===== src/rtl/panel_cfg_pkg.sv =====
package panel_cfg_pkg;
  typedef enum logic [2:0] {
    ST_IDLE,
    ST_SETUP,
    ST_LOW,
    ST_HIGH,
    ST_WAIT,
    ST_HOLD,
    ST_GAP
  } tx_state_e;
endpackage


===== src/rtl/panel_cfg_tick.sv =====
module panel_cfg_tick #(
  parameter int unsigned HALF_DIV = 2
) (
  input  logic clk_i,
  input  logic rst_ni,
  input  logic run_i,
  output logic tick_o
);
  localparam int unsigned CNT_W = (HALF_DIV > 1) ? $clog2(HALF_DIV) : 1;
  localparam logic [CNT_W-1:0] CNT_MAX = CNT_W'(HALF_DIV - 1);

  logic [CNT_W-1:0] cnt_q;

  assign tick_o = run_i && (cnt_q == CNT_MAX);

  always_ff @(posedge clk_i or negedge rst_ni) begin
    if (!rst_ni) cnt_q <= '0;
    else if (!run_i || tick_o) cnt_q <= '0;
    else cnt_q <= cnt_q + 1'b1;
  end
endmodule


===== src/rtl/panel_cfg_shreg.sv =====
module panel_cfg_shreg #(
  parameter int unsigned WORD_W = 9
) (
  input  logic              clk_i,
  input  logic              rst_ni,
  input  logic              load_i,
  input  logic [WORD_W-1:0] word_i,
  input  logic              shift_i,
  output logic              msb_o
);
  logic [WORD_W-1:0] sr_q;

  always_ff @(posedge clk_i or negedge rst_ni) begin
    if (!rst_ni) sr_q <= '0;
    else if (load_i) sr_q <= word_i;
    else if (shift_i) sr_q <= {sr_q[WORD_W-2:0], 1'b0};
  end

  assign msb_o = sr_q[WORD_W-1];
endmodule


===== src/rtl/panel_cfg_tx.sv =====
module panel_cfg_tx
  import panel_cfg_pkg::*;
#(
  parameter int unsigned DATA_W     = 8,
  parameter int unsigned HALF_DIV   = 2,
  parameter int unsigned GAP_HALVES = 2
) (
  input  logic              clk_i,
  input  logic              rst_ni,
  input  logic [DATA_W-1:0] data_i,
  input  logic              valid_i,
  input  logic              last_i,
  output logic              ready_o,
  output logic              cs_no,
  output logic              sck_o,
  output logic              sdo_o
);
  localparam int unsigned WORD_W = DATA_W + 1;
  localparam int unsigned BIT_W  = $clog2(WORD_W);
  localparam int unsigned GAP_W  = (GAP_HALVES > 1) ? $clog2(GAP_HALVES) : 1;
  localparam logic [BIT_W-1:0] LAST_BIT = BIT_W'(WORD_W - 1);
  localparam logic [GAP_W-1:0] GAP_MAX  = GAP_W'(GAP_HALVES - 1);

  tx_state_e         state_q;
  logic              cs_q, sck_q, last_q;
  logic [BIT_W-1:0]  bit_q;
  logic [GAP_W-1:0]  gap_q;
  logic              run, tick, accept, shift;
  logic [WORD_W-1:0] load_word;

  assign ready_o   = (state_q == ST_IDLE) || (state_q == ST_WAIT);
  assign accept    = valid_i && ready_o;
  assign run       = state_q inside {ST_SETUP, ST_LOW, ST_HIGH, ST_HOLD, ST_GAP};
  // flag bit: parameter when continuing a message
  assign load_word = {state_q == ST_WAIT, data_i};
  assign shift     = (state_q == ST_HIGH) && tick && (bit_q != LAST_BIT);

  panel_cfg_tick #(.HALF_DIV(HALF_DIV)) u_tick (
    .clk_i (clk_i),
    .rst_ni(rst_ni),
    .run_i (run),
    .tick_o(tick)
  );

  panel_cfg_shreg #(.WORD_W(WORD_W)) u_shreg (
    .clk_i  (clk_i),
    .rst_ni (rst_ni),
    .load_i (accept),
    .word_i (load_word),
    .shift_i(shift),
    .msb_o  (sdo_o)
  );

  always_ff @(posedge clk_i or negedge rst_ni) begin
    if (!rst_ni) begin
      state_q <= ST_IDLE;
      cs_q    <= 1'b1;
      sck_q   <= 1'b1;
      last_q  <= 1'b0;
      bit_q   <= '0;
      gap_q   <= '0;
    end else begin
      unique case (state_q)
        ST_IDLE: if (accept) begin
          last_q  <= last_i;
          cs_q    <= 1'b0;
          state_q <= ST_SETUP;
        end
        ST_SETUP: if (tick) begin
          sck_q   <= 1'b0;
          bit_q   <= '0;
          state_q <= ST_LOW;
        end
        ST_LOW: if (tick) begin
          sck_q   <= 1'b1;
          state_q <= ST_HIGH;
        end
        ST_HIGH: if (tick) begin
          if (bit_q == LAST_BIT) begin
            state_q <= last_q ? ST_HOLD : ST_WAIT;
          end else begin
            bit_q   <= bit_q + 1'b1;
            sck_q   <= 1'b0;
            state_q <= ST_LOW;
          end
        end
        ST_WAIT: if (accept) begin
          last_q  <= last_i;
          bit_q   <= '0;
          sck_q   <= 1'b0;
          state_q <= ST_LOW;
        end
        ST_HOLD: if (tick) begin
          cs_q    <= 1'b1;
          gap_q   <= '0;
          state_q <= ST_GAP;
        end
        ST_GAP: if (tick) begin
          if (gap_q == GAP_MAX) state_q <= ST_IDLE;
          else gap_q <= gap_q + 1'b1;
        end
        default: state_q <= ST_IDLE;
      endcase
    end
  end

  assign cs_no = cs_q;
  assign sck_o = sck_q;

  a_r3_sck_idle_high: assert property (@(posedge clk_i) disable iff (!rst_ni)
    cs_no |-> sck_o);
  a_r3_sdo_steady_at_rise: assert property (@(posedge clk_i) disable iff (!rst_ni)
    $rose(sck_o) |-> $stable(sdo_o));
  a_r7_not_ready_in_word: assert property (@(posedge clk_i) disable iff (!rst_ni)
    (!cs_no && !sck_o) |-> !ready_o);
  a_r5_no_fall_with_cs: assert property (@(posedge clk_i) disable iff (!rst_ni)
    $fell(cs_no) |=> $stable(sck_o));
  a_r6_gap_min: assert property (@(posedge clk_i) disable iff (!rst_ni)
    $rose(cs_no) |=> cs_no);
  a_r4_cs_rise_after_high: assert property (@(posedge clk_i) disable iff (!rst_ni)
    $rose(cs_no) |-> $past(sck_o));
endmodule


===== config.mk =====
export PLATFORM = sky130hd
export DESIGN_NAME = panel_cfg_tx
export DESIGN_NICKNAME = d
export VERILOG_FILES = /design/src/rtl/panel_cfg_pkg.sv /design/src/rtl/panel_cfg_tick.sv /design/src/rtl/panel_cfg_shreg.sv /design/src/rtl/panel_cfg_tx.sv
export SDC_FILE = /design/constraint.sdc
export NUM_CORES = 1
export LEC_CHECK = 0
export BUFFER_PORTS_ARGS = -buffer_cell sky130_fd_sc_hd__buf_2
export CORE_UTILIZATION = 50
export CTS_CLUSTER_SIZE = 24
export DETAILED_ROUTE_END_ITERATION = 6
export PLACE_DENSITY_LB_ADDON = 0.12
export SYNTH_ARGS = -nofsm -noshare
export SYNTH_HDL_FRONTEND = slang
export SYNTH_SLANG_ARGS = --single-unit

===== constraint.sdc =====
create_clock -name clk_i -period 4.9 [get_ports clk_i]
set_input_delay 0.49 -clock clk_i [delete_from_list [all_inputs] [get_ports clk_i]]
set_output_delay 0.49 -clock clk_i [all_outputs]
set_load 0.005 [all_outputs]

==> flow_summary.json, run 1 <==
{
  "outcome": "complete, no violations",
  "r2r-end": "u_shreg.sr_q[6]",
  "combinationalPowerShare": 0.405,
  "cp_cell_sequence": "inv_1 > ha_1 > and3b_1 > nor4b_4 > nor2_1 > a21o_1",
  "clk_pin_slew_ns": 0.11,
  "core_area_sq_um": 2000,
  "fin_tns_setup_ns": 0,
  "root_buffer": "clkbuf_4",
  "via_per_inst": 5.67,
  "track_usage": 0.198,
  "p_seq_frac": 0.472,
  "boundaryPins": 16,
  "cts_sinks": 21,
  "cp-startpoint": "bit_q[0]",
  "hold_path.class": "in -> async",
  "grt_pass1_wl_microns": 3570,
  "routed_wirelength_microns": 1990,
  "cts_buffer_depth": 2,
  "regArea_sq_um": 528,
  "multi_input_area_sq_um": 514,
  "crit_path_end_kind": "flip-flop",
  "peakVddDrop_uv": 294,
  "syn_inst": 105,
  "avgSynthCellArea_sq_um": 10.3,
  "min_period_ns": 2.11,
  "switchingPower_uw": 269,
  "utilization": 0.594,
  "cp-start-kind": "flip-flop",
  "slew_headroom": 0.416,
  "syn_nets": 119,
  "die_width_microns": 48.6,
  "drv_cap": 0,
  "clk_latency_ns": 0.30,
  "cts-htree-levels": 1,
  "grt-ovfl-total": 0,
  "rr_worst_depth": 6,
  "cts_buffers": 3,
  "drt_iter0_markers": 15,
  "synth_cell_types": 35,
  "p_leak_uw": 0.000563,
  "sw_frac_of_total": 0.398,
  "crit_fanout": 13,
  "firstDrtPassIters": 4,
  "skew_ns": 0.00161,
  "cp.required_ns": 5.11,
  "drv_slew": 0,
  "drcViolationCount": 0,
  "seq_area_frac_synth": 0.487,
  "grt_max_degree": 22,
  "num_vias": 828,
  "worst-setup-path-type": "reg -> reg",
  "io_buffers": 15,
  "dieArea_sq_um": 2360,
  "antennaDiodeCount": 0,
  "cp_slowest_cell": "nor4b_4",
  "dp_hpwl_microns": 1440,
  "worst_slew_pin_slew_ns": 0.872,
  "mappedNetlistArea_sq_um": 1080,
  "fill_cells": 180,
  "ctsHoldBuffers": 0,
  "ctsResizeCount": 0,
  "pwr-share-clk": 0.123,
  "internal-power_uw": 407,
  "place_congestion": 0.783,
  "drive_gt1_frac": 0.202,
  "max_freq_ghz": 0.473,
  "wire_per_inst_microns": 13.7,
  "finalCritPeriodShare": 0.431,
  "powerDensity_nw_per_um2": 569,
  "area_growth_syn_to_layout_pct": 9.70,
  "synth_seq_cells": 21,
  "nNetsFinal": 134,
  "post_cts_buffers": 0,
  "r2r_slack_ns": 2.79,
  "antenna_found_initial": 0,
  "yosysWarnings": 0,
  "setup_viol": 0,
  "rsz0062_at_grt": "no",
  "r2r-start": "bit_q[0]",
  "cts_tree": "built",
  "first_global_vias": 819,
  "num_rows": 16,
  "start_util": 0.541,
  "drtAntennaViolNets": 0,
  "slowest_delay_ns": 0.67,
  "finalHoldViolations": 0,
  "die_h_microns": 48.6,
  "crit_arrival_ns": 2.32
}
layer usage:
layer | routed length, microns | part of all wire | GRT usage | vias to the layer above
met2 | 941 | 0.47 | 0.326 | 27
met4 | 22 | 0.011 | 0.0735 | 0
met3 | 85 | 0.043 | 0.0283 | 2
met5 | 0 | 0 | 0 | -
met1 | 943 | 0.47 | 0.266 | 387
li1 | - | - | - | 412
per-stage QoR:
stage | setup slack [ns] | instances | power (uW) | hold slack (ns) | instance area (sq um)
floorplan | 3.25 | 105 | 536 | 0.194 | 1080
global placement | 2.85 | 142 | 587 | 0.460 | 1160
detailed placement | 2.79 | 142 | 595 | 0.469 | 1160
CTS | 2.78 | 146 | 680 | 0.130 | 1190
global route | 2.61 | 146 | 730 | 0.157 | 1190
finish | 2.79 | 146 | 676 | 0.117 | 1190
synthesized netlist by cell type, drive strengths merged:
master / instances / area (sq um)
dfrtp: 19 / 475
nand2: 12 / 45.0
nor2: 11 / 41.3
a22o: 6 / 52.6
o21ai: 6 / 30.0
a21o: 5 / 37.5
a21oi: 4 / 20.0
buf: 4 / 26.3
mux2i: 4 / 40.0
inv: 3 / 11.3
a31oi: 2 / 12.5
and3b: 2 / 17.5
dfstp: 2 / 52.6
ha: 2 / 25.0
nand3b: 2 / 15.0
nor3: 2 / 10.0
o31ai: 2 / 15.0
xor2: 2 / 17.5
a221o: 1 / 10.0
a221oi: 1 / 15.0
and2: 1 / 6.26
and3: 1 / 6.26
and4bb: 1 / 12.5
clkbuf: 1 / 3.75
nand2b: 1 / 6.26
nand3: 1 / 5.00
nor2b: 1 / 6.26
nor3b: 1 / 12.5
nor4b: 1 / 23.8
o2111ai: 1 / 8.76
o21bai: 1 / 7.51
o221ai: 1 / 8.76
o22ai: 1 / 6.26
worst max-delay path by stage:
stage / slack (ns) / to
final: 2.79 / u_shreg.sr_q[6]
after global routing: 2.61 / u_shreg.sr_q[1]
after CTS: 2.78 / u_shreg.sr_q[6]
after detailed placement: 2.79 / u_shreg.sr_q[6]
after global placement: 2.85 / u_shreg.sr_q[6]
after floorplan: 3.25 / u_shreg.sr_q[8]
critical path, delay by kind of cell, from the launching register on:
family / cells / cell delay, ns
and+or+nand+nor: 3 / 1.09
adders and majority gates: 1 / 0.21
DFF: 1 / 0.40
buffers and inverters: 1 / 0.07
AOI/OAI and AO/OA: 1 / 0.23
power groups by stage:
stage               sequential [uW]  clock [uW]  combinational (uW)
floorplan                       291           0                 244
global placement                321           0                 266
detailed placement              322           0                 274
CTS                             318        87.3                 275
global route                    330        92.3                 308
finish                          319        83.3                 274
flip-flops by register name, indices dropped and copies added (netlist names):
| signal | flops |
|---|---|
| u_shreg.sr_q | 9 |
| bit_q | 4 |
| state_q | 3 |
| cs_no | 1 |
| gap_q | 1 |
| last_q | 1 |
| sck_o | 1 |
| u_tick.cnt_q | 1 |
layout by cell type (no fill, tap or decap):
cell	Yosys	final
a31oi_1	2	2
nor2b_1	1	1
o2111ai_1	1	1
a21oi_1	4	4
nand3_1	1	1
nand3b_1	2	2
clkbuf_4	0	3
o21ai_1	6	6
nor2_1	11	11
o21bai_1	1	1
dfrtp_1	19	19
buf_2	3	15
and2_1	1	1
ha_1	2	2
o31ai_1	2	2
mux2i_1	4	4
a21o_1	5	5
and4bb_1	1	1
nand2b_1	1	1
clkbuf_1	1	1
nor4b_4	1	1
xor2_1	2	2
dfstp_2	2	2
and3_1	1	1
a221o_1	1	1
inv_2	1	1
o22ai_1	1	1
a22o_1	6	6
inv_1	2	2
nand2_1	12	12
a221oi_2	1	1
nor3_1	2	2
nor3b_2	1	1
o221ai_1	1	1
and3b_1	2	2
cells by family after synthesis:
group | after synthesis | share of synthesized area
and+or+nand+nor | 37 | 0.192
adders and majority gates | 2 | 0.0231
AOI/OAI and AO/OA | 31 | 0.207
buffers and inverters | 8 | 0.0381
DFF | 21 | 0.487
xor gates and xnor gates | 2 | 0.0162
muxes | 4 | 0.0370
layout make-up:
| cell class | count | area share |
|---|---|---|
| Sequential cell | 21 | 0.444 |
| Multi-Input combinational cell | 76 | 0.433 |
| Timing Repair Buffer | 15 | 0.0632 |
| Tap cell | 27 | 0.0284 |
| Clock buffer | 4 | 0.0221 |
| Inverter | 3 | 0.00947 |
Power figures use the tool's default switching activity.
==> inputs of run 2 (changes only) <==
==> constraint.sdc (replaced) <==
create_clock -name clk_i -period 2 [get_ports clk_i]
set_input_delay 0.2 -clock clk_i [delete_from_list [all_inputs] [get_ports clk_i]]
set_output_delay 0.2 -clock clk_i [all_outputs]
set_load 0.005 [all_outputs]
==> flow_summary.json, run 2 (synthesized netlist as in run 1, its figures left out) <==
{
  "clk_pin_slew_ns": 0.12,
  "place_congestion": 0.801,
  "wire_per_inst_microns": 13.2,
  "worst-setup-path-type": "reg -> reg",
  "grt-ovfl-total": 0,
  "via_per_inst": 5.48,
  "boundaryPins": 16,
  "fin_tns_setup_ns": 0,
  "peakVddDrop_uv": 778,
  "cts_tree": "built",
  "r2r_slack_ns": 0.27,
  "skew_ns": 0.00210,
  "hold-worst-slack_ns": 0.0727,
  "hold-path-cell-count": 3,
  "track_usage": 0.198,
  "io_buffers": 15,
  "slew_headroom": 0.681,
  "finalHoldViolations": 0,
  "top_usage_layer": "met2",
  "drt_iter0_markers": 20,
  "firstDrtPassIters": 4,
  "reg_top3": "u_shreg.sr_q x9, bit_q x4, state_q x3",
  "cts_buffer_depth": 2,
  "cp-start-kind": "flip-flop",
  "dieArea_sq_um": 2360,
  "die_width_microns": 48.6,
  "worst_slew_pin_slew_ns": 0.479,
  "crit_arrival_ns": 1.94,
  "cts-htree-levels": 1,
  "routed_wirelength_microns": 2010,
  "fin_area_sq_um": 1240,
  "placed_cell_area_sq_um": 1200,
  "cp.required_ns": 2.21,
  "outcome": "complete, no violations",
  "rr_worst_depth": 7,
  "cts_buffers": 3,
  "largest_register_ffs": 9,
  "met3_usage": 0.0409,
  "regMostFlops": "u_shreg.sr_q",
  "num_vias": 833,
  "ctsHoldBuffers": 1,
  "die_h_microns": 48.6,
  "drv_cap": 0,
  "crit_fanout": 13,
  "crit_path_end_kind": "flip-flop",
  "met1_usage": 0.266,
  "powerDensity_nw_per_um2": 1400,
  "drtAntennaViolNets": 0,
  "p_leak_uw": 0.000595,
  "hold_path.class": "in -> reg",
  "rsz0062_at_grt": "no",
  "num_rows": 16,
  "ctsResizeCount": 0,
  "post_cts_buffers": 0,
  "dp_hpwl_microns": 1420,
  "clk_latency_ns": 0.31,
  "antenna_found_initial": 0,
  "finalCritPeriodShare": 0.865,
  "setup_viol": 0,
  "start_util": 0.541,
  "fill_cells": 178,
  "grtUsageMet2": 0.308,
  "max_freq_ghz": 0.578,
  "grt_max_degree": 22,
  "root_buffer": "clkbuf_4",
  "utilization": 0.618,
  "drv_slew": 0,
  "antennaDiodeCount": 0,
  "core_area_sq_um": 2000,
  "cts_sinks": 21,
  "drcViolationCount": 0,
  "min_period_ns": 1.73,
  "grt_pass1_wl_microns": 3590,
  "drive_gt1_frac": 0.240,
  "nNetsFinal": 140,
  "area_growth_syn_to_layout_pct": 14.2,
  "first_global_vias": 809,
  "mostFrequentLayoutCells": "19 x dfrtp_1, 15 x buf_2, 12 x nand2_1",
  "layout.cells.most_common": "dfrtp_1"
}
==> run 2: cell count changes in the layout (fill, tap and decap cells not counted), sizes merged <==
cell	before	now
buf	15	20
clkbuf	4	3
clkinv	0	1
dlygate4sd3	0	1
==> run 2: report_power, final <==
part	switching, uW	internal, uW	leakage, uW	total (uW)
Clock	140	74.8	0.0000177	215
Combinational	405	376	0.000322	781
Sequential	134	601	0.000256	735
Total	679	1050	0.000595	1730
==> run 2: layout make-up <==
class,count,area (sq um),area share
Sequential cell,21,528,0.427
Timing Repair Buffer,21,123,0.0991
Inverter,3,11.3,0.00910
Clock inverter,1,5.00,0.00404
Clock buffer,3,22.5,0.0182
Tap cell,27,33.8,0.0273
Multi-Input combinational cell,76,514,0.416
==> run 2: routing by layer <==
layer	vias to the layer above	part of all wire
met5	-	0
met3	4	0.025
li1	421	-
met2	11	0.44
met4	0	0.015
met1	397	0.52
==> run 2: path summary, 6_finish.rpt <==
path | startpoint | to
min reg2reg | u_shreg.sr_q[6] | u_shreg.sr_q[6]
max reg2reg | bit_q[0] | u_shreg.sr_q[2]
max | bit_q[0] | u_shreg.sr_q[2]
min | last_i | last_q
max in group asynchronous | rst_ni | sck_o
min in group asynchronous | rst_ni | gap_q
==> run 2: worst max-delay path: stages, from the launching register on <==
cell and delay [ns]:
dfrtp_1 0.41, inv_1 0.07, ha_1 0.20, and3b_1 0.22, nor4b_4 0.21, buf_4 0.23
mux2i_1 0.21, o21ai_1 0.07
==> run 2: per-stage QoR <==
stage | std cells | worst slack (ns) | power (uW)
after floorplan | 105 | 0.347 | 1310
after global placement | 147 | 0.316 | 1510
after detailed placement | 147 | 0.281 | 1520
after CTS | 152 | 0.262 | 1740
after global routing | 152 | 0.115 | 1880
final | 152 | 0.270 | 1730
==> inputs of run 3 (changes only) <==
--- a/config.mk
+++ b/config.mk
@@ -10,6 +10,7 @@
 export CTS_CLUSTER_SIZE = 24
 export DETAILED_ROUTE_END_ITERATION = 6
 export PLACE_DENSITY_LB_ADDON = 0.12
+export RECOVER_POWER = 25
 export SYNTH_ARGS = -nofsm -noshare
 export SYNTH_HDL_FRONTEND = slang
 export SYNTH_SLANG_ARGS = --single-unit
==> flow_summary.json, run 3 (synthesized netlist as in run 1, its figures left out) <==
{
  "internal-power_uw": 1050,
  "reg_top3": "u_shreg.sr_q x9, bit_q x4, state_q x3",
  "crit_path_end_kind": "flip-flop",
  "ctsHoldBuffers": 1,
  "drv_cap": 0,
  "io_buffers": 15,
  "cts_sinks": 21,
  "hold_path.class": "in -> reg",
  "drtAntennaViolNets": 0,
  "outcome": "complete, no violations",
  "setup_viol": 0,
  "pwr-share-clk": 0.124,
  "fin_tns_setup_ns": 0,
  "num_vias": 833,
  "post_cts_buffers": 0,
  "p_seq_frac": 0.425,
  "die_h_microns": 48.6,
  "routed_wirelength_microns": 2010,
  "mostFrequentLayoutCells": "19 x dfrtp_1, 14 x buf_2, 12 x nand2_1",
  "die_width_microns": 48.6,
  "cts_buffers": 3,
  "hold-worst-slack_ns": 0.0727,
  "nNetsFinal": 140,
  "drcViolationCount": 0,
  "clk_latency_ns": 0.31,
  "min_period_ns": 1.73,
  "rsz0062_at_grt": "no",
  "core_area_sq_um": 2000,
  "p_leak_uw": 0.000592,
  "first_global_vias": 809,
  "fin_area_sq_um": 1240,
  "finalCritPeriodShare": 0.865,
  "peakVddDrop_uv": 777,
  "layout.cells.most_common": "dfrtp_1",
  "grt_max_degree": 22,
  "worst_slew_pin_slew_ns": 1.12,
  "drive_gt1_frac": 0.232,
  "drv_slew": 0,
  "slew_headroom": 0.256,
  "start_util": 0.541,
  "place_congestion": 0.801,
  "area_growth_syn_to_layout_pct": 14.1,
  "cp-start-kind": "flip-flop",
  "dp_hpwl_microns": 1420,
  "ctsResizeCount": 0,
  "crit_arrival_ns": 1.94,
  "finalHoldViolations": 0,
  "firstDrtPassIters": 4,
  "sw_frac_of_total": 0.392,
  "crit_fanout": 13,
  "grt_pass1_wl_microns": 3590,
  "dieArea_sq_um": 2360,
  "utilization": 0.618,
  "max_freq_ghz": 0.578,
  "antennaDiodeCount": 0,
  "clk_pin_slew_ns": 0.12,
  "cts_tree": "built",
  "combinationalPowerShare": 0.451,
  "num_rows": 16,
  "largest_register_ffs": 9,
  "switchingPower_uw": 679,
  "via_per_inst": 5.48,
  "skew_ns": 0.00210,
  "placed_cell_area_sq_um": 1200,
  "antenna_found_initial": 0,
  "cts_buffer_depth": 2,
  "wire_per_inst_microns": 13.2,
  "root_buffer": "clkbuf_4",
  "grt-ovfl-total": 0,
  "boundaryPins": 16,
  "regMostFlops": "u_shreg.sr_q",
  "worst-setup-path-type": "reg -> reg",
  "track_usage": 0.198,
  "drt_iter0_markers": 19,
  "cts-htree-levels": 1,
  "cp.required_ns": 2.21,
  "powerDensity_nw_per_um2": 1400
}
## run 3: power groups by stage
stage / registers (uW) / logic, uW / clock network, uW
final: 735 / 781 / 215
after global routing: 761 / 882 / 234
after CTS: 736 / 785 / 221
after detailed placement: 746 / 777 / 0
after global placement: 741 / 771 / 0
after floorplan: 714 / 599 / 0
## run 3: path summary, 6_finish.rpt
kind | from | cells after the start | to | slack (ns)
min reg2reg | u_shreg.sr_q[6] | 1 | u_shreg.sr_q[6] | 0.50
max in group asynchronous | rst_ni | 2 | u_shreg.sr_q[5] | 0.74
min in group asynchronous | rst_ni | 2 | gap_q | 0.60
max reg2reg | bit_q[0] | 7 | u_shreg.sr_q[2] | 0.27
max | bit_q[0] | 7 | u_shreg.sr_q[2] | 0.27
min | last_i | 3 | last_q | 0.07
## run 3: critical path: stages (launching register included)
cell	delay, ns
dfrtp_1	0.41
inv_1	0.07
ha_1	0.20
and3b_1	0.22
nor4b_4	0.21
buf_4	0.23
mux2i_1	0.21
o21ai_1	0.07
## run 3: through the flow
stage                     worst slack (ns)  instances  power (uW)
after floorplan                      0.347        105        1310
after global placement               0.316        147        1510
after detailed placement             0.281        147        1520
after CTS                            0.262        152        1740
after global routing                 0.115        152        1880
final                                0.270        152        1730
## run 3: area by class of cell
cell class	instances	area (sq um)
fillers	179	766
repair buffers	21	121
multi-input cells	76	514
well taps	27	33.8
clock inverters	1	5.00
clock buffers	3	22.5
flip-flops and latches	21	528
inverters	3	11.3
## run 3: layer usage
layer	vias to the layer above	track usage	part of all wire
li1	421	-	-
met1	397	0.266	0.52
met2	11	0.308	0.44
met3	4	0.0409	0.025
met4	0	0.0882	0.015
met5	-	0	0
